File: config.mk
export PLATFORM = sky130hd
export DESIGN_NAME = bio_router_top
export DESIGN_NICKNAME = d
export VERILOG_FILES = /design/src/rtl/bio_pkg.sv /design/src/rtl/bio_cfg_regs.sv /design/src/rtl/bio_route_dec.sv /design/src/rtl/bio_err_gate.sv /design/src/rtl/bio_router_top.sv
export SDC_FILE = /design/constraint.sdc
export NUM_CORES = 1
export LEC_CHECK = 0
export BUFFER_PORTS_ARGS = -buffer_cell sky130_fd_sc_hd__buf_2
export CORE_ASPECT_RATIO = 0.7
export CORE_UTILIZATION = 25
export CTS_CLUSTER_DIAMETER = 30
export CTS_CLUSTER_SIZE = 10
export DETAILED_ROUTE_END_ITERATION = 10
export PLACE_DENSITY = 0.54
export SKIP_LAST_GASP = 1
export SLEW_MARGIN = 20
export SYNTH_ARGS = -nofsm -noshare
export SYNTH_HDL_FRONTEND = slang
export SYNTH_SLANG_ARGS = --single-unit
File: constraint.sdc
create_clock -name clk -period 3.7 [get_ports clk]
set_clock_uncertainty 0.2 [all_clocks]
set_input_delay 0.555 -clock clk [delete_from_list [all_inputs] [get_ports clk]]
set_output_delay 0.555 -clock clk [all_outputs]
set_load 0.03 [all_outputs]
File: src/rtl/bio_pkg.sv
package bio_pkg;

    localparam int CFG_AW = 2;
    localparam int CFG_DW = 8;

    localparam logic [CFG_AW-1:0] REG_CTRL  = 2'd0;
    localparam logic [CFG_AW-1:0] REG_WBOT  = 2'd1;
    localparam logic [CFG_AW-1:0] REG_WTOP  = 2'd2;

    typedef enum logic [1:0] {
        SEV_COR      = 2'd0,
        SEV_NONFATAL = 2'd1,
        SEV_FATAL    = 2'd2,
        SEV_RSVD     = 2'd3
    } err_sev_e;

    // bit 3..0 of the control register
    typedef struct packed {
        logic vga_en;
        logic isa_en;
        logic fwd_en;
        logic poison_en;
    } ctrl_t;

    localparam int CTRL_W = $bits(ctrl_t);

endpackage

File: src/rtl/bio_cfg_regs.sv
module bio_cfg_regs
    import bio_pkg::*;
#(
    parameter int WIN_W = 4
) (
    input  logic              clk,
    input  logic              rst_n,
    input  logic              wr_en,
    input  logic [CFG_AW-1:0] addr,
    input  logic [CFG_DW-1:0] wdata,
    output logic [CFG_DW-1:0] rdata,
    output ctrl_t             ctrl,
    output logic [WIN_W-1:0]  win_bot,
    output logic [WIN_W-1:0]  win_top
);

    typedef struct packed {
        ctrl_t            ctrl;
        logic [WIN_W-1:0] bot;
        logic [WIN_W-1:0] top;
    } regs_t;

    localparam regs_t REGS_RST = '{ctrl: '0, bot: '1, top: '0};

    regs_t regs_d, regs_q;

    always_comb begin
        regs_d = regs_q;
        if (wr_en) begin
            case (addr)
                REG_CTRL: regs_d.ctrl = ctrl_t'(wdata[CTRL_W-1:0]);
                REG_WBOT: regs_d.bot  = wdata[WIN_W-1:0];
                REG_WTOP: regs_d.top  = wdata[WIN_W-1:0];
                default:  ;
            endcase
        end
    end

    always_ff @(posedge clk or negedge rst_n) begin
        if (!rst_n) regs_q <= REGS_RST;
        else        regs_q <= regs_d;
    end

    always_comb begin
        rdata = '0;
        case (addr)
            REG_CTRL: rdata[CTRL_W-1:0] = regs_q.ctrl;
            REG_WBOT: rdata[WIN_W-1:0]  = regs_q.bot;
            REG_WTOP: rdata[WIN_W-1:0]  = regs_q.top;
            default:  rdata = '0;
        endcase
    end

    assign ctrl    = regs_q.ctrl;
    assign win_bot = regs_q.bot;
    assign win_top = regs_q.top;

    // a written control value is visible the following cycle
    assert_ctrl_write_R2: assert property (@(posedge clk) disable iff (!rst_n)
        (wr_en && addr == REG_CTRL) |=> (ctrl == ctrl_t'($past(wdata[CTRL_W-1:0]))));

    // no write leaves the window registers unchanged
    assert_win_hold_R2: assert property (@(posedge clk) disable iff (!rst_n)
        !wr_en |=> ($stable(win_bot) && $stable(win_top)));

endmodule

File: src/rtl/bio_route_dec.sv
module bio_route_dec
    import bio_pkg::*;
#(
    parameter int ADDR_W = 32,
    parameter int IO_AW  = 16,
    parameter int GRAN_W = 12
) (
    input  logic                    clk,
    input  logic                    rst_n,
    input  ctrl_t                   ctrl,
    input  logic [IO_AW-GRAN_W-1:0] win_bot,
    input  logic [IO_AW-GRAN_W-1:0] win_top,
    input  logic                    txn_valid,
    input  logic                    txn_is_io,
    input  logic [ADDR_W-1:0]       txn_addr,
    output logic                    rt_valid,
    output logic                    rt_to_pcie,
    output logic                    rt_to_legacy
);

    localparam int WIN_W = IO_AW - GRAN_W;
    localparam logic [IO_AW-1:0]  VGA_IO0_LO = IO_AW'(16'h03B0);
    localparam logic [IO_AW-1:0]  VGA_IO0_HI = IO_AW'(16'h03BB);
    localparam logic [IO_AW-1:0]  VGA_IO1_LO = IO_AW'(16'h03C0);
    localparam logic [IO_AW-1:0]  VGA_IO1_HI = IO_AW'(16'h03DF);
    localparam logic [ADDR_W-1:0] VGA_MEM_LO = ADDR_W'(32'h000A_0000);
    localparam logic [ADDR_W-1:0] VGA_MEM_HI = ADDR_W'(32'h000B_FFFF);

    typedef struct packed {
        logic valid;
        logic pcie;
        logic legacy;
    } verdict_t;

    verdict_t v_d, v_q;

    logic             io_space_ok;
    logic [IO_AW-1:0] io_off;
    logic [WIN_W-1:0] io_page;
    logic             in_window;
    logic             isa_hole;
    logic             vga_io_hit;
    logic             vga_mem_hit;
    logic             claim;

    always_comb begin
        io_space_ok = (txn_addr[ADDR_W-1:IO_AW] == '0);
        io_off      = txn_addr[IO_AW-1:0];
        io_page     = txn_addr[IO_AW-1:GRAN_W];
        in_window   = io_space_ok && (io_page >= win_bot) && (io_page <= win_top);
        isa_hole    = ctrl.isa_en && (txn_addr[9:8] != 2'b00);
        vga_io_hit  = io_space_ok &&
                      (((io_off >= VGA_IO0_LO) && (io_off <= VGA_IO0_HI)) ||
                       ((io_off >= VGA_IO1_LO) && (io_off <= VGA_IO1_HI)));
        vga_mem_hit = (txn_addr >= VGA_MEM_LO) && (txn_addr <= VGA_MEM_HI);

        if (txn_is_io)
            claim = (ctrl.vga_en && vga_io_hit) || (in_window && !isa_hole);
        else
            claim = ctrl.vga_en && vga_mem_hit;

        v_d        = '0;
        v_d.valid  = txn_valid;
        v_d.pcie   = txn_valid && claim;
        v_d.legacy = txn_valid && !claim;
    end

    always_ff @(posedge clk or negedge rst_n) begin
        if (!rst_n) v_q <= '0;
        else        v_q <= v_d;
    end

    assign rt_valid     = v_q.valid;
    assign rt_to_pcie   = v_q.pcie;
    assign rt_to_legacy = v_q.legacy;

    // a verdict carries exactly one destination
    assert_onehot_dest_R3: assert property (@(posedge clk) disable iff (!rst_n)
        rt_valid |-> ($countones({rt_to_pcie, rt_to_legacy}) == 1));

    // verdict follows a request by one cycle
    assert_latency_R3: assert property (@(posedge clk) disable iff (!rst_n)
        txn_valid |=> rt_valid);

    assert_idle_quiet_R3: assert property (@(posedge clk) disable iff (!rst_n)
        !rt_valid |-> (!rt_to_pcie && !rt_to_legacy));

    // memory goes to the port only through VGA decode
    assert_mem_needs_vga_R7: assert property (@(posedge clk) disable iff (!rst_n)
        (txn_valid && !txn_is_io && !ctrl.vga_en) |=> !rt_to_pcie);

    // an ISA hole reaches the port only through VGA decode
    assert_isa_hole_R5: assert property (@(posedge clk) disable iff (!rst_n)
        (txn_valid && txn_is_io && ctrl.isa_en && !ctrl.vga_en && txn_addr[9:8] != 2'b00)
        |=> rt_to_legacy);

endmodule

File: src/rtl/bio_err_gate.sv
module bio_err_gate
    import bio_pkg::*;
(
    input  logic       clk,
    input  logic       rst_n,
    input  ctrl_t      ctrl,
    input  logic       err_valid,
    input  logic [1:0] err_sev,
    input  logic       poison_in,
    output logic       up_err_valid,
    output logic [1:0] up_err_sev,
    output logic       poison_rpt
);

    typedef struct packed {
        logic     err_vld;
        err_sev_e sev;
        logic     poison;
    } gate_t;

    gate_t g_d, g_q;
    err_sev_e sev_in;

    always_comb begin
        sev_in    = err_sev_e'(err_sev);
        g_d       = '0;
        g_d.sev   = SEV_COR;
        if (err_valid && ctrl.fwd_en && sev_in != SEV_RSVD) begin
            g_d.err_vld = 1'b1;
            g_d.sev     = sev_in;
        end
        g_d.poison = poison_in && ctrl.poison_en;
    end

    always_ff @(posedge clk or negedge rst_n) begin
        if (!rst_n) g_q <= '{err_vld: 1'b0, sev: SEV_COR, poison: 1'b0};
        else        g_q <= g_d;
    end

    assign up_err_valid = g_q.err_vld;
    assign up_err_sev   = g_q.sev;
    assign poison_rpt   = g_q.poison;

    // forwarding disabled means nothing upstream
    assert_fwd_gate_R8: assert property (@(posedge clk) disable iff (!rst_n)
        !ctrl.fwd_en |=> !up_err_valid);

    assert_no_rsvd_R8: assert property (@(posedge clk) disable iff (!rst_n)
        up_err_valid |-> (up_err_sev != 2'd3));

    // a report needs a poisoned packet and the enable
    assert_poison_gate_R9: assert property (@(posedge clk) disable iff (!rst_n)
        poison_rpt |-> $past(poison_in && ctrl.poison_en));

endmodule

File: src/rtl/bio_router_top.sv
module bio_router_top
    import bio_pkg::*;
#(
    parameter int ADDR_W = 32,
    parameter int IO_AW  = 16,
    parameter int GRAN_W = 12
) (
    input  logic              clk,
    input  logic              rst_n,
    input  logic              cfg_wr,
    input  logic [CFG_AW-1:0] cfg_addr,
    input  logic [CFG_DW-1:0] cfg_wdata,
    output logic [CFG_DW-1:0] cfg_rdata,
    input  logic              txn_valid,
    input  logic              txn_is_io,
    input  logic [ADDR_W-1:0] txn_addr,
    output logic              rt_valid,
    output logic              rt_to_pcie,
    output logic              rt_to_legacy,
    input  logic              err_valid,
    input  logic [1:0]        err_sev,
    output logic              up_err_valid,
    output logic [1:0]        up_err_sev,
    input  logic              poison_in,
    output logic              poison_rpt
);

    localparam int WIN_W = IO_AW - GRAN_W;

    ctrl_t            ctrl;
    logic [WIN_W-1:0] win_bot;
    logic [WIN_W-1:0] win_top;

    bio_cfg_regs #(.WIN_W(WIN_W)) u_regs (
        .clk     (clk),
        .rst_n   (rst_n),
        .wr_en   (cfg_wr),
        .addr    (cfg_addr),
        .wdata   (cfg_wdata),
        .rdata   (cfg_rdata),
        .ctrl    (ctrl),
        .win_bot (win_bot),
        .win_top (win_top)
    );

    bio_route_dec #(.ADDR_W(ADDR_W), .IO_AW(IO_AW), .GRAN_W(GRAN_W)) u_route (
        .clk          (clk),
        .rst_n        (rst_n),
        .ctrl         (ctrl),
        .win_bot      (win_bot),
        .win_top      (win_top),
        .txn_valid    (txn_valid),
        .txn_is_io    (txn_is_io),
        .txn_addr     (txn_addr),
        .rt_valid     (rt_valid),
        .rt_to_pcie   (rt_to_pcie),
        .rt_to_legacy (rt_to_legacy)
    );

    bio_err_gate u_gate (
        .clk          (clk),
        .rst_n        (rst_n),
        .ctrl         (ctrl),
        .err_valid    (err_valid),
        .err_sev      (err_sev),
        .poison_in    (poison_in),
        .up_err_valid (up_err_valid),
        .up_err_sev   (up_err_sev),
        .poison_rpt   (poison_rpt)
    );

endmodule

==> results by stage <==
Detailed routing:
- The remaining antenna violation count is 0.
- Dividing the detail-routed wire length by the instance count gives 12.3 um.
- The average via count per standard cell is 4.47.
- The iteration-0 DRC count of the detailed router is 11.
- For this block, the routed nets add up to 2.68 mm of wire.
- The routed via count is 971.
- The detailed-route DRC error count is 0.
- The number of detailed-routing iterations run before antenna repair is 4.

Logic synthesis:
- The synthesized design contains 0 enable-type register cells.
- The average instance in the mapped netlist occupies 11.1 um^2.
- The gate count after technology mapping is 105.
- The async set or reset register ratio after synthesis is 1.00.
- By count the netlist is led by sky130_fd_sc_hd__dfrtp_1 (15), sky130_fd_sc_hd__mux2_1 (12), sky130_fd_sc_hd__inv_1 (11).
- The most common flop cell mapped by yosys is sky130_fd_sc_hd__dfrtp_1.
- Synthesis inferred 19 register bits.
- The cell with the most instances after synthesis is sky130_fd_sc_hd__dfrtp_1.
- The cell area after synthesis is 0.00116 mm^2.
- For this run, the number of Yosys warnings is 0.
- Sorting the synthesized cells by area gives the leading types as sky130_fd_sc_hd__dfrtp_1 (32%), sky130_fd_sc_hd__mux2_1 (12%), sky130_fd_sc_hd__dfstp_2 (9.0%).
- The synthesized design spends more area on one cell type than any other, namely sky130_fd_sc_hd__dfrtp_1.
- The share of the Yosys chip area taken by registers is 0.413.
- The count of unique library cells instantiated by Yosys is 33.
- The area fraction of the dominant cell type after synthesis is 0.323.

Placement:
- Detailed placement finished with a half-perimeter wire length of 2.24 mm.
- Routability-driven placement finished with a final weighted congestion of 0.741.
- Counting tap cells, the placed design contains a total of 213 instances.
- The number of port buffers is 55.

Global routing:
- For this run, global-route usage on met2 was measured as 0.198.
- The first-pass GRT wire length is 4.53 mm.
- The met3 track utilization from global routing is 0.0404.
- For this run, global-route usage on met1 was measured as 0.156.
- The initial antenna violation count came to 0.
- The aggregate global-route resource usage is 0.119.
- The most crowded layer after global routing is met2.
- For this run the aggregate overflow at the end of global routing stands at 0.
- The number of global-route vias before repair is 985.
- Entering global routing, the biggest net connects 20 pins.

Worst setup path:
- By startpoint and endpoint, the worst setup path is classified as primary input to primary output.
- The number of cells on the worst reg-to-reg path is 5.
- STA puts the critical path data required time at between 2000 and 3000 ps.
- The number of cells on the critical path is 5.
- In this run the worst path has a maximum fanout of 8.
- STA classifies the critical path startpoint as a primary input.
- The signal on the critical path passes through buf_2 > nor2b_1 > nand2_1 > o21ai_0 > buf_2.
- Broken down by cell family, the worst path's largest delay share belongs to buffers and inverters.
- Together, buffers and inverters on the worst path number 2.
- On the critical path, the stage with the largest delay is an instance of sky130_fd_sc_hd__nor2b_1.
- The type of destination of the critical path is a primary output.
- The arrival time of the worst setup path is 1460 ps.
- The most numerous cell type found on the critical path is sky130_fd_sc_hd__buf_2.
- For this run, the slowest stage of the critical path takes 320 ps.

Die:
- For this configuration, the core starts out at a cell density of 0.264.
- The floorplan step set the die width to 83.5 um.
- The area of the core region is 0.00440 mm^2.
- The full die area is 0.00493 mm^2.
- The number of I/O pins is 66.
- The number of core rows is 20.
- The die is approximately 60 um tall.

CTS:
- Buffers added to address setup during post-CTS repair amount to 0.
- The number of buffers inserted for hold repair after clock tree synthesis is 0.
- The clock tree from TritonCTS is built.
- The count of instances resized after the clock tree is built is 0.
- The post-CTS clock slew at the launch and capture registers of the worst setup and hold paths is 80 ps.
- The master cell of the clock root buffer is sky130_fd_sc_hd__clkbuf_8.
- In this run the number of H-tree levels came out at 1.
- The insertion delay of the later-clocked pin in the worst-skew pair is roughly 260 ps.
- The worst-case clock buffer depth is 2.
- The total CTS buffers is 3.
- For this design, the sink count on the clock tree is 19.

Final layout:
- After the last flow step, the layout net total stands at around 220.
- The number of diodes is 0.
- The signed area change from the synthesized netlist to the final layout is 31.5%.
- The post-layout instance count excluding filler cells is 217.
- Of the cells placed in the final design, the portion with a size suffix greater than 1 is 0.432.

Timing:
- The final hold violation count is 0.
- Of the available clock period, the critical path in the final layout requires 0.599.
- After routing, the total negative slack on setup checks comes to 0 ps.
- The final setup violation count is 0.
- The time the worst path needs with I/O delays and setup is 2210 ps.
- The number of pins exceeding their max-slew limit in the final report is 0.
- The peak clock frequency supported by timing is roughly 450 MHz.
- Setup repair after global routing left no endpoint under its margin.

Run:
- The number of max-cap violations is 0.

Power:
- Cell internal power was estimated by the tool at 0.000401 W.
- In this run the power spent charging and discharging nets is 0.000201 W.
- The switching power share of the total is 0.334.
- In this run the power density over the cells is 394 mW/mm^2.
- Of the total power, the clock network draws 0.246.
- VDD sags by at most 0.000165 V.
- The leakage power is roughly 0.76 nW.
- The combinational cell fraction of total power is 0.310.
- Of the total power, registers draw 0.444.

Hold path:
- In this run the worst hold path is classified as primary input to async pin.

Status:
- The flow ran to the end, and the final reports show no timing, DRC or antenna violations.
==> area by class of cell <==
class,instances,area [um^2]
Clock buffer,3,41.3
Clock inverter,1,7.51
Fill cell,463,2880
Inverter,11,41.3
Multi-Input combinational cell,73,614
Sequential cell,19,480
Tap cell,55,68.8
Timing Repair Buffer,55,275
==> kinds of logic (layout without fill, tap and decap cells) <==
kind of cell               Yosys count  in the layout  share of synthesized area
adders and majority gates            8              8                     0.0861
AOI/OAI and AO/OA                   16             16                      0.118
buffers and inverters               16             70                     0.0678
and+or+nand+nor                     29             29                      0.160
DFF                                 19             19                      0.413
muxes                               16             16                      0.151
other                                1              4                    0.00323
==> power groups by stage <==
stage / registers, W / logic (W) / clock network (W)
floorplan: 0.000274 / 0.000121 / 0
global placement: 0.000271 / 0.000188 / 0
detailed placement: 0.000272 / 0.000189 / 0
CTS: 0.000268 / 0.000191 / 0.000155
global route: 0.000273 / 0.000207 / 0.000166
finish: 0.000267 / 0.000187 / 0.000148
==> placed cells by master, fill, tap and decap left out, drive strengths merged, types with 2 or more instances in the layout <==
| cell type | Yosys | final |
|---|---|---|
| dfstp | 4 | 4 |
| inv | 11 | 11 |
| dfrtp | 15 | 15 |
| a21oi | 2 | 2 |
| mux2 | 12 | 12 |
| o21ai | 7 | 7 |
| and2 | 3 | 3 |
| nand4b | 2 | 2 |
| clkbuf | 0 | 3 |
| mux2i | 4 | 4 |
| conb | 1 | 4 |
| buf | 5 | 55 |
| nand4 | 2 | 2 |
| ha | 8 | 8 |
| nand3b | 2 | 2 |
| nor2 | 3 | 3 |
| nand3 | 2 | 2 |
| nand2 | 6 | 6 |
| a211oi | 2 | 2 |
| nor4 | 3 | 3 |
==> state kept, by name, indices dropped and copies added, names as in the netlist <==
signal	cells
u_gate.poison_rpt	1
u_regs.win_top	4
u_regs.win_bot	4
u_regs.ctrl	4
u_route.rt_to_legacy	1
u_gate.up_err_valid	1
u_route.rt_to_pcie	1
u_route.rt_valid	1
u_gate.up_err_sev	2
==> worst paths after layout <==
path / from / endpoint / slack (ps)
min reg2reg: u_regs.ctrl[0] / u_gate.poison_rpt / 300
min: rst_n / u_gate.up_err_sev[0] / 30
min in group clk: txn_valid / u_route.rt_valid / 240
max reg2reg: u_regs.win_bot[2] / u_route.rt_to_legacy / 1850
max: cfg_addr[1] / cfg_rdata[1] / 1490
max in group asynchronous: rst_n / u_regs.win_bot[0] / 2940
==> per-stage QoR <==
step	instance area (um^2)	hold WS (ps)	setup slack [ps]	utilization	power (W)
2_1_floorplan	1170	59.4	1440	-	0.000395
3_3_place_gp	1480	288	1460	0.336	0.000460
3_5_place_dp	1480	292	1460	0.336	0.000461
4_1_cts	1530	35.2	1460	0.347	0.000614
5_1_grt	1530	50.4	1400	0.347	0.000646
6_report	1530	26.1	1490	0.347	0.000602
==> per-layer routing <==
metal,share of wire,up-vias
met3,0.054,2
met1,0.51,446
li1,-,487
met4,0.0037,0
met5,0,-
met2,0.44,36
Note: power is estimated with default switching activity, not from simulation.
